<file path="src/rtl/tsl_pkg.sv">
package tsl_pkg;
  localparam int CODE_W = 4;

  typedef enum logic [1:0] {
    ST_IDLE   = 2'd0,
    ST_SETTLE = 2'd1,
    ST_HOLD   = 2'd2
  } steer_state_t;

  // keys of the fourth high-group column: D=0000, A=1101, B=1110, C=1111
  function automatic logic col4_key(input logic [CODE_W-1:0] code);
    return (code == 4'b0000) || (code == 4'b1101) ||
           (code == 4'b1110) || (code == 4'b1111);
  endfunction
endpackage

</file>
<file path="src/rtl/tsl_run_counter.sv">
module tsl_run_counter #(
  parameter int CNT_W = 16
) (
  input  logic             clk,
  input  logic             rst_n,
  input  logic             clr,
  input  logic             run,
  input  logic [CNT_W-1:0] limit,
  output logic [CNT_W-1:0] cnt,
  output logic             hit
);
  // true when the current sample completes the run; a limit of 0 acts as 1
  function automatic logic reached(input logic [CNT_W-1:0] c,
                                   input logic [CNT_W-1:0] lim);
    logic [CNT_W:0] nxt;
    nxt = {1'b0, c} + {{CNT_W{1'b0}}, 1'b1};
    return nxt >= {1'b0, lim};
  endfunction

  assign hit = run && !clr && reached(cnt, limit);

  always_ff @(posedge clk or negedge rst_n) begin
    if (!rst_n)          cnt <= '0;
    else if (clr || !run) cnt <= '0;
    else if (hit)        cnt <= '0;
    else                 cnt <= cnt + 1'b1;
  end

  AST_CNT_BELOW_LIMIT: assert property (@(posedge clk) disable iff (!rst_n)
    (limit != '0) && $stable(limit) |-> cnt < limit);
  AST_CLR_EMPTIES: assert property (@(posedge clk) disable iff (!rst_n)
    clr |=> cnt == '0);
endmodule

</file>
<file path="src/rtl/tsl_out_latch.sv">
module tsl_out_latch #(
  parameter int CODE_W = 4
) (
  input  logic              clk,
  input  logic              rst_n,
  input  logic              load,
  input  logic [CODE_W-1:0] din,
  input  logic              out_en,
  output logic [CODE_W-1:0] held,
  output logic              q_drive,
  output logic [CODE_W-1:0] q_data
);
  always_ff @(posedge clk or negedge rst_n) begin
    if (!rst_n)    held <= '0;
    else if (load) held <= din;
  end

  assign q_drive = out_en;
  assign q_data  = out_en ? held : '0;

  AST_HOLD_WITHOUT_LOAD: assert property (@(posedge clk) disable iff (!rst_n)
    !load |=> $stable(held));
  AST_QUIET_WHEN_OFF: assert property (@(posedge clk) disable iff (!rst_n)
    !q_drive |-> q_data == '0);
endmodule

</file>
<file path="src/rtl/tone_steer_latch.sv">
module tone_steer_latch #(
  parameter int CNT_W        = 16,
  parameter int SETTLE_TICKS = 4
) (
  input  logic             clk,
  input  logic             rst_n,
  input  logic             pwr_down,
  input  logic             inhibit,
  input  logic             early_det,
  input  logic [3:0]       det_code,
  input  logic [CNT_W-1:0] present_ticks,
  input  logic [CNT_W-1:0] absent_ticks,
  input  logic             out_en,
  output logic             q_drive,
  output logic [3:0]       q_data,
  output logic             dly_steer
);
  import tsl_pkg::*;

  localparam logic [CNT_W-1:0] SETTLE_LIM = CNT_W'(SETTLE_TICKS);

  steer_state_t state;
  logic early_gated;
  logic pres_run, pres_clr, load_evt;
  logic settle_run, settle_hit;
  logic abs_run, abs_clr, abs_hit;
  logic [CNT_W-1:0] pres_cnt, settle_cnt, abs_cnt;
  logic [CODE_W-1:0] latched;

  assign early_gated = early_det && !(inhibit && col4_key(det_code));

  assign pres_clr   = pwr_down || (state != ST_IDLE);
  assign pres_run   = early_gated;
  assign settle_run = (state == ST_SETTLE);
  assign abs_clr    = pwr_down || (state != ST_HOLD);
  assign abs_run    = !early_gated;

  tsl_run_counter #(.CNT_W(CNT_W)) u_pres (
    .clk(clk), .rst_n(rst_n), .clr(pres_clr), .run(pres_run),
    .limit(present_ticks), .cnt(pres_cnt), .hit(load_evt));

  tsl_run_counter #(.CNT_W(CNT_W)) u_settle (
    .clk(clk), .rst_n(rst_n), .clr(pwr_down), .run(settle_run),
    .limit(SETTLE_LIM), .cnt(settle_cnt), .hit(settle_hit));

  tsl_run_counter #(.CNT_W(CNT_W)) u_abs (
    .clk(clk), .rst_n(rst_n), .clr(abs_clr), .run(abs_run),
    .limit(absent_ticks), .cnt(abs_cnt), .hit(abs_hit));

  always_ff @(posedge clk or negedge rst_n) begin
    if (!rst_n) state <= ST_IDLE;
    else if (pwr_down) state <= ST_IDLE;
    else begin
      unique case (state)
        ST_IDLE:   if (load_evt)   state <= ST_SETTLE;
        ST_SETTLE: if (settle_hit) state <= ST_HOLD;
        ST_HOLD:   if (abs_hit)    state <= ST_IDLE;
        default:                   state <= ST_IDLE;
      endcase
    end
  end

  assign dly_steer = (state == ST_HOLD);

  tsl_out_latch #(.CODE_W(CODE_W)) u_latch (
    .clk(clk), .rst_n(rst_n), .load(load_evt), .din(det_code),
    .out_en(out_en), .held(latched), .q_drive(q_drive), .q_data(q_data));

  AST_FLAG_AFTER_DATA: assert property (@(posedge clk) disable iff (!rst_n)
    $rose(dly_steer) |-> $stable(latched));
  AST_NO_LOAD_WHILE_HELD: assert property (@(posedge clk) disable iff (!rst_n)
    dly_steer |-> !load_evt);
  AST_FALL_NEEDS_ABSENCE: assert property (@(posedge clk) disable iff (!rst_n)
    $fell(dly_steer) && !$past(pwr_down) |-> !$past(early_gated));
  AST_PD_IDLES: assert property (@(posedge clk) disable iff (!rst_n)
    pwr_down |=> !dly_steer && pres_cnt == '0 && abs_cnt == '0);
  AST_INHIBIT_BLOCKS: assert property (@(posedge clk) disable iff (!rst_n)
    inhibit && col4_key(det_code) |-> !load_evt);
endmodule

</file>
<file path="config.mk">
export PLATFORM = sky130hd
export DESIGN_NAME = tone_steer_latch
export DESIGN_NICKNAME = d
export VERILOG_FILES = /design/src/rtl/tsl_pkg.sv /design/src/rtl/tsl_run_counter.sv /design/src/rtl/tsl_out_latch.sv /design/src/rtl/tone_steer_latch.sv
export SDC_FILE = /design/constraint.sdc
export NUM_CORES = 1
export LEC_CHECK = 0
export CAP_MARGIN = 10
export CORE_ASPECT_RATIO = 1.25
export CORE_MARGIN = 3
export CORE_UTILIZATION = 28
export DETAILED_ROUTE_END_ITERATION = 12
export GPL_ROUTABILITY_DRIVEN = 0
export MAX_ROUTING_LAYER = met4
export PLACE_DENSITY_LB_ADDON = 0.05
export RECOVER_POWER = 25
export SLEW_MARGIN = 20
export SYNTH_ARGS = -nofsm -noshare
export SYNTH_HDL_FRONTEND = slang
export SYNTH_HIERARCHICAL = 1
export SYNTH_SLANG_ARGS = --single-unit
</file>
<file path="constraint.sdc">
create_clock -name clk -period 3.2 [get_ports clk]
set_input_delay 0.64 -clock clk [delete_from_list [all_inputs] [get_ports clk]]
set_output_delay 0.64 -clock clk [all_outputs]
set_load 0.1 [all_outputs]
</file>
==> results.md <==
- Status: complete, no violations
- Final nets: about 630
- Die area: roughly 16,000 sq um
- CP startpoint kind: flip-flop
- Sequential area share after synthesis: between 30% and 40%
- Clk_skew: roughly 0.0070 ns
- Critical Path Fanout Max: 5
- Clock buffer depth: 2
- Crit-path max cell delay: 0.38 ns
- Grt total ovfl: 0
- Ys Warns: 6
- Vias per inst: 4.54
- Tmin final: about 3 ns
- Average wire per standard cell: roughly 13 microns
- Number of distinct library cells after synthesis: 42
- Vias in the first global route: ~3.3k
- Final Hold Viols: 0
- CP required: around 3.4 ns
- Most frequent cell after synthesis: inv_1
- Crit Reg-Reg Startpoint: u_pres/cnt[6]
- Fmax: approximately 0.33 GHz
- Pwr dens: ~260 nW/um^2
- Clock buffer count from CTS: 5
- I/O Buffers: 47
- Root buf cell: clkbuf_16
- Clock slew at reported path FFs: approximately 0.07 ns
- Drc violations: 0
- Antenna Diode Count: 0
- Max_slew headroom: between 20% and 30%
- Die Y-Extent: about 140 microns
- Critical-path cell list: nand3_1 > nor3_2 > buf_4 > and4_4 > xor2_2 > ha_1 > nand4_1 > or2_4 > a311o_1 > a31oi_1 > buf_4 > mux2_1
- Worst vdd ir: about 170 uV
- Synth top area share: between 30% and 40%
- Clock Latency Late Sink: approximately 0.29 ns
- Yosys reg bits: 54
- Worst hold slack: just under 0.5 ns
- CP delay by family, top: simple AND/OR/NAND/NOR gates
- Commonest cells post-synth: 62 x inv_1, 54 x dfrtp_1, 51 x ha_1, 25 x nor2b_1
- Total core area: 14,500 sq um
- Crit. End Element: flip-flop
- Post-DP HPWL: between 7000 and 8000 microns
- Global-route wire length before repair: 16,000 microns
- Synth area leader: dfrtp_1
- Finished Layout Cells: between 700 and 800
- Detailed-route via count: 3,230
- Slowest cell on the critical path: dfrtp_1
- Cells after synthesis: between 400 and 500
- GRT Resource Usage Total: 12.7%
- Antenna violations before repair: 0
- Total Power: 1.37 mW
- # IOs: 48
- Final period util: between 90% and 100%
- CP startpoint: u_pres/cnt[6]
- 1st-pass router iterations: 4
- Synth Flop Type: dfrtp_1
- Critical path data arrival time: around 3.2 ns
- Worst path bufs/invs: 2
- Core Rows: 49
- Clock sinks: 54
- Syn Std Cell Area: between 4000 and 5000 sq um
- Placed Instances: 697
- Final Instance Area: slightly above 5000 sq um
- Worst hold-check path type: reg -> reg
- Initial drt markers: 76
- Most frequent cell on the critical path: buf_4
- CTS tree: built
- Crit Path Category: reg -> reg
- Worst Tran Pin Value: 1.16 ns
- Ys async rst share: 100%
- Post-DP Area: 4970 sq um
- Final ANT Viol Nets: 0
- Hold-fix buffers at CTS: 0
- H-tree depth: 2
- Slew Viols, Final: 0
- Die Wd: 115 microns
- Largest net degree at the start of global routing: 35
- Synth area leaders: dfrtp_1 32%, ha_1 15%, inv_1 5.6%
- Mapped Avg Cell Area: approximately 9 sq um
- Final wirelength: roughly 9400 microns
- Area delta synth->final: 24.2%
- RSZ-0062 raised after global routing: yes
- Max-Cap Viols: 0
- Post-synth EDFFs: 0
- Setup violators final: 0
- Layout cell share with drive strength beyond 1: 16.9%
- Hold path startpoint: u_abs/cnt[0]
- Pleak: between 2 and 2.5 nW
- Effective utilization at floorplan: between 20 and 30%
==> path summary, 6_finish.rpt <==
path | slack (ns) | endpoint | cells past startpoint
setup / recovery | 0.18 | u_latch/held[3] | 12
hold / removal | 0.49 | u_abs/cnt[0] | 1
setup reg to reg | 0.18 | u_latch/held[3] | 12
hold reg to reg | 0.49 | u_abs/cnt[0] | 1
max in group asynchronous | 1.11 | u_abs/cnt[0] | 2
min in group asynchronous | 0.55 | u_pres/cnt[7] | 1
==> cell usage in the layout, fill, tap and decap left out, drive strengths merged <==
cell type,n
nand2b,3
clkbuf,9
nand4,15
nor2,29
a211oi,3
nand2,23
o31ai,3
o211a,1
a22oi,1
mux2,4
o2111ai,3
and2b,1
and2,5
inv,62
o221ai,3
o21ai,4
nor2b,49
clkdlybuf4s50,40
or2,3
and4,3
or3,1
xor2,18
a311o,3
nand3,30
dfrtp,54
nor4,7
a31oi,3
ha,51
and3,6
mux2i,1
a21oi,12
conb,16
o21bai,3
nor3,16
xnor2,24
buf,24
==> where the power goes <==
group,leakage [nW],switching (mW),internal (mW)
clock,0.0640,0.238,0.287
sequential,0.751,0.00178,0.684
combinational,1.56,0.0778,0.0793
total,2.37,0.317,1.05
==> timing repair <==
item,CTS,global route
resized for setup,3,6
pin swaps,3,5
cloned,0,0
setup endpoints to repair,4,6
setup buffers,3,4
==> state kept, by name, indices dropped and copies added, names as in the netlist <==
name and flops:
u_pres/cnt 16, u_abs/cnt 16, u_latch/held 4, state 2, u_settle/cnt 16
==> metal layers <==
metal / GRT usage [%] / wire length, microns / vias to the layer above
met3: 1.83 / 237 / 7
met1: 14.1 / 3920 / 1509
met2: 23.2 / 5080 / 47
met4: 3.65 / 129 / 0
li1: - / - / 1667
met5: - / 0 / -
==> layout make-up <==
class,count,area [sq um]
tap,178,223
inverter,62,233
multi-input combinational,344,2640
timing repair buffer,66,602
sequential,54,1350
clock buffer,7,133
fill,1550,9290
==> worst register-to-register path, stage by stage, from the launching register on <==
cell	delay, ns
dfrtp_1	0.38
nand3_1	0.20
nor3_2	0.15
buf_4	0.16
and4_4	0.24
xor2_2	0.06
ha_1	0.30
nand4_1	0.13
or2_4	0.27
a311o_1	0.31
a31oi_1	0.20
buf_4	0.18
mux2_1	0.32
==> cells by family (layout without fill, tap and decap cells) <==
kind of cell,Yosys count,in the layout,synth area share [%]
and+or+nand+nor,191,191,27.7
DFF,54,54,32.4
adders and majority gates,51,51,15.3
other,2,16,0.180
buffers and inverters,66,135,6.56
AOI/OAI and AO/OA,39,39,7.19
muxes,5,5,1.32
xor gates and xnor gates,42,42,9.35
==> stage by stage <==
stage	TNS [ns]	setup WS [ns]	utilization, %
3_5_place_dp	-0.497	-0.128	34.4
4_1_cts	0	0.000210	35.5
5_1_grt	-0.0642	-0.0262	35.8
3_3_place_gp	-0.501	-0.129	34.4
6_report	0	0.183	35.8
2_1_floorplan	0	0.235	-
Power figures use the tool's default switching activity.
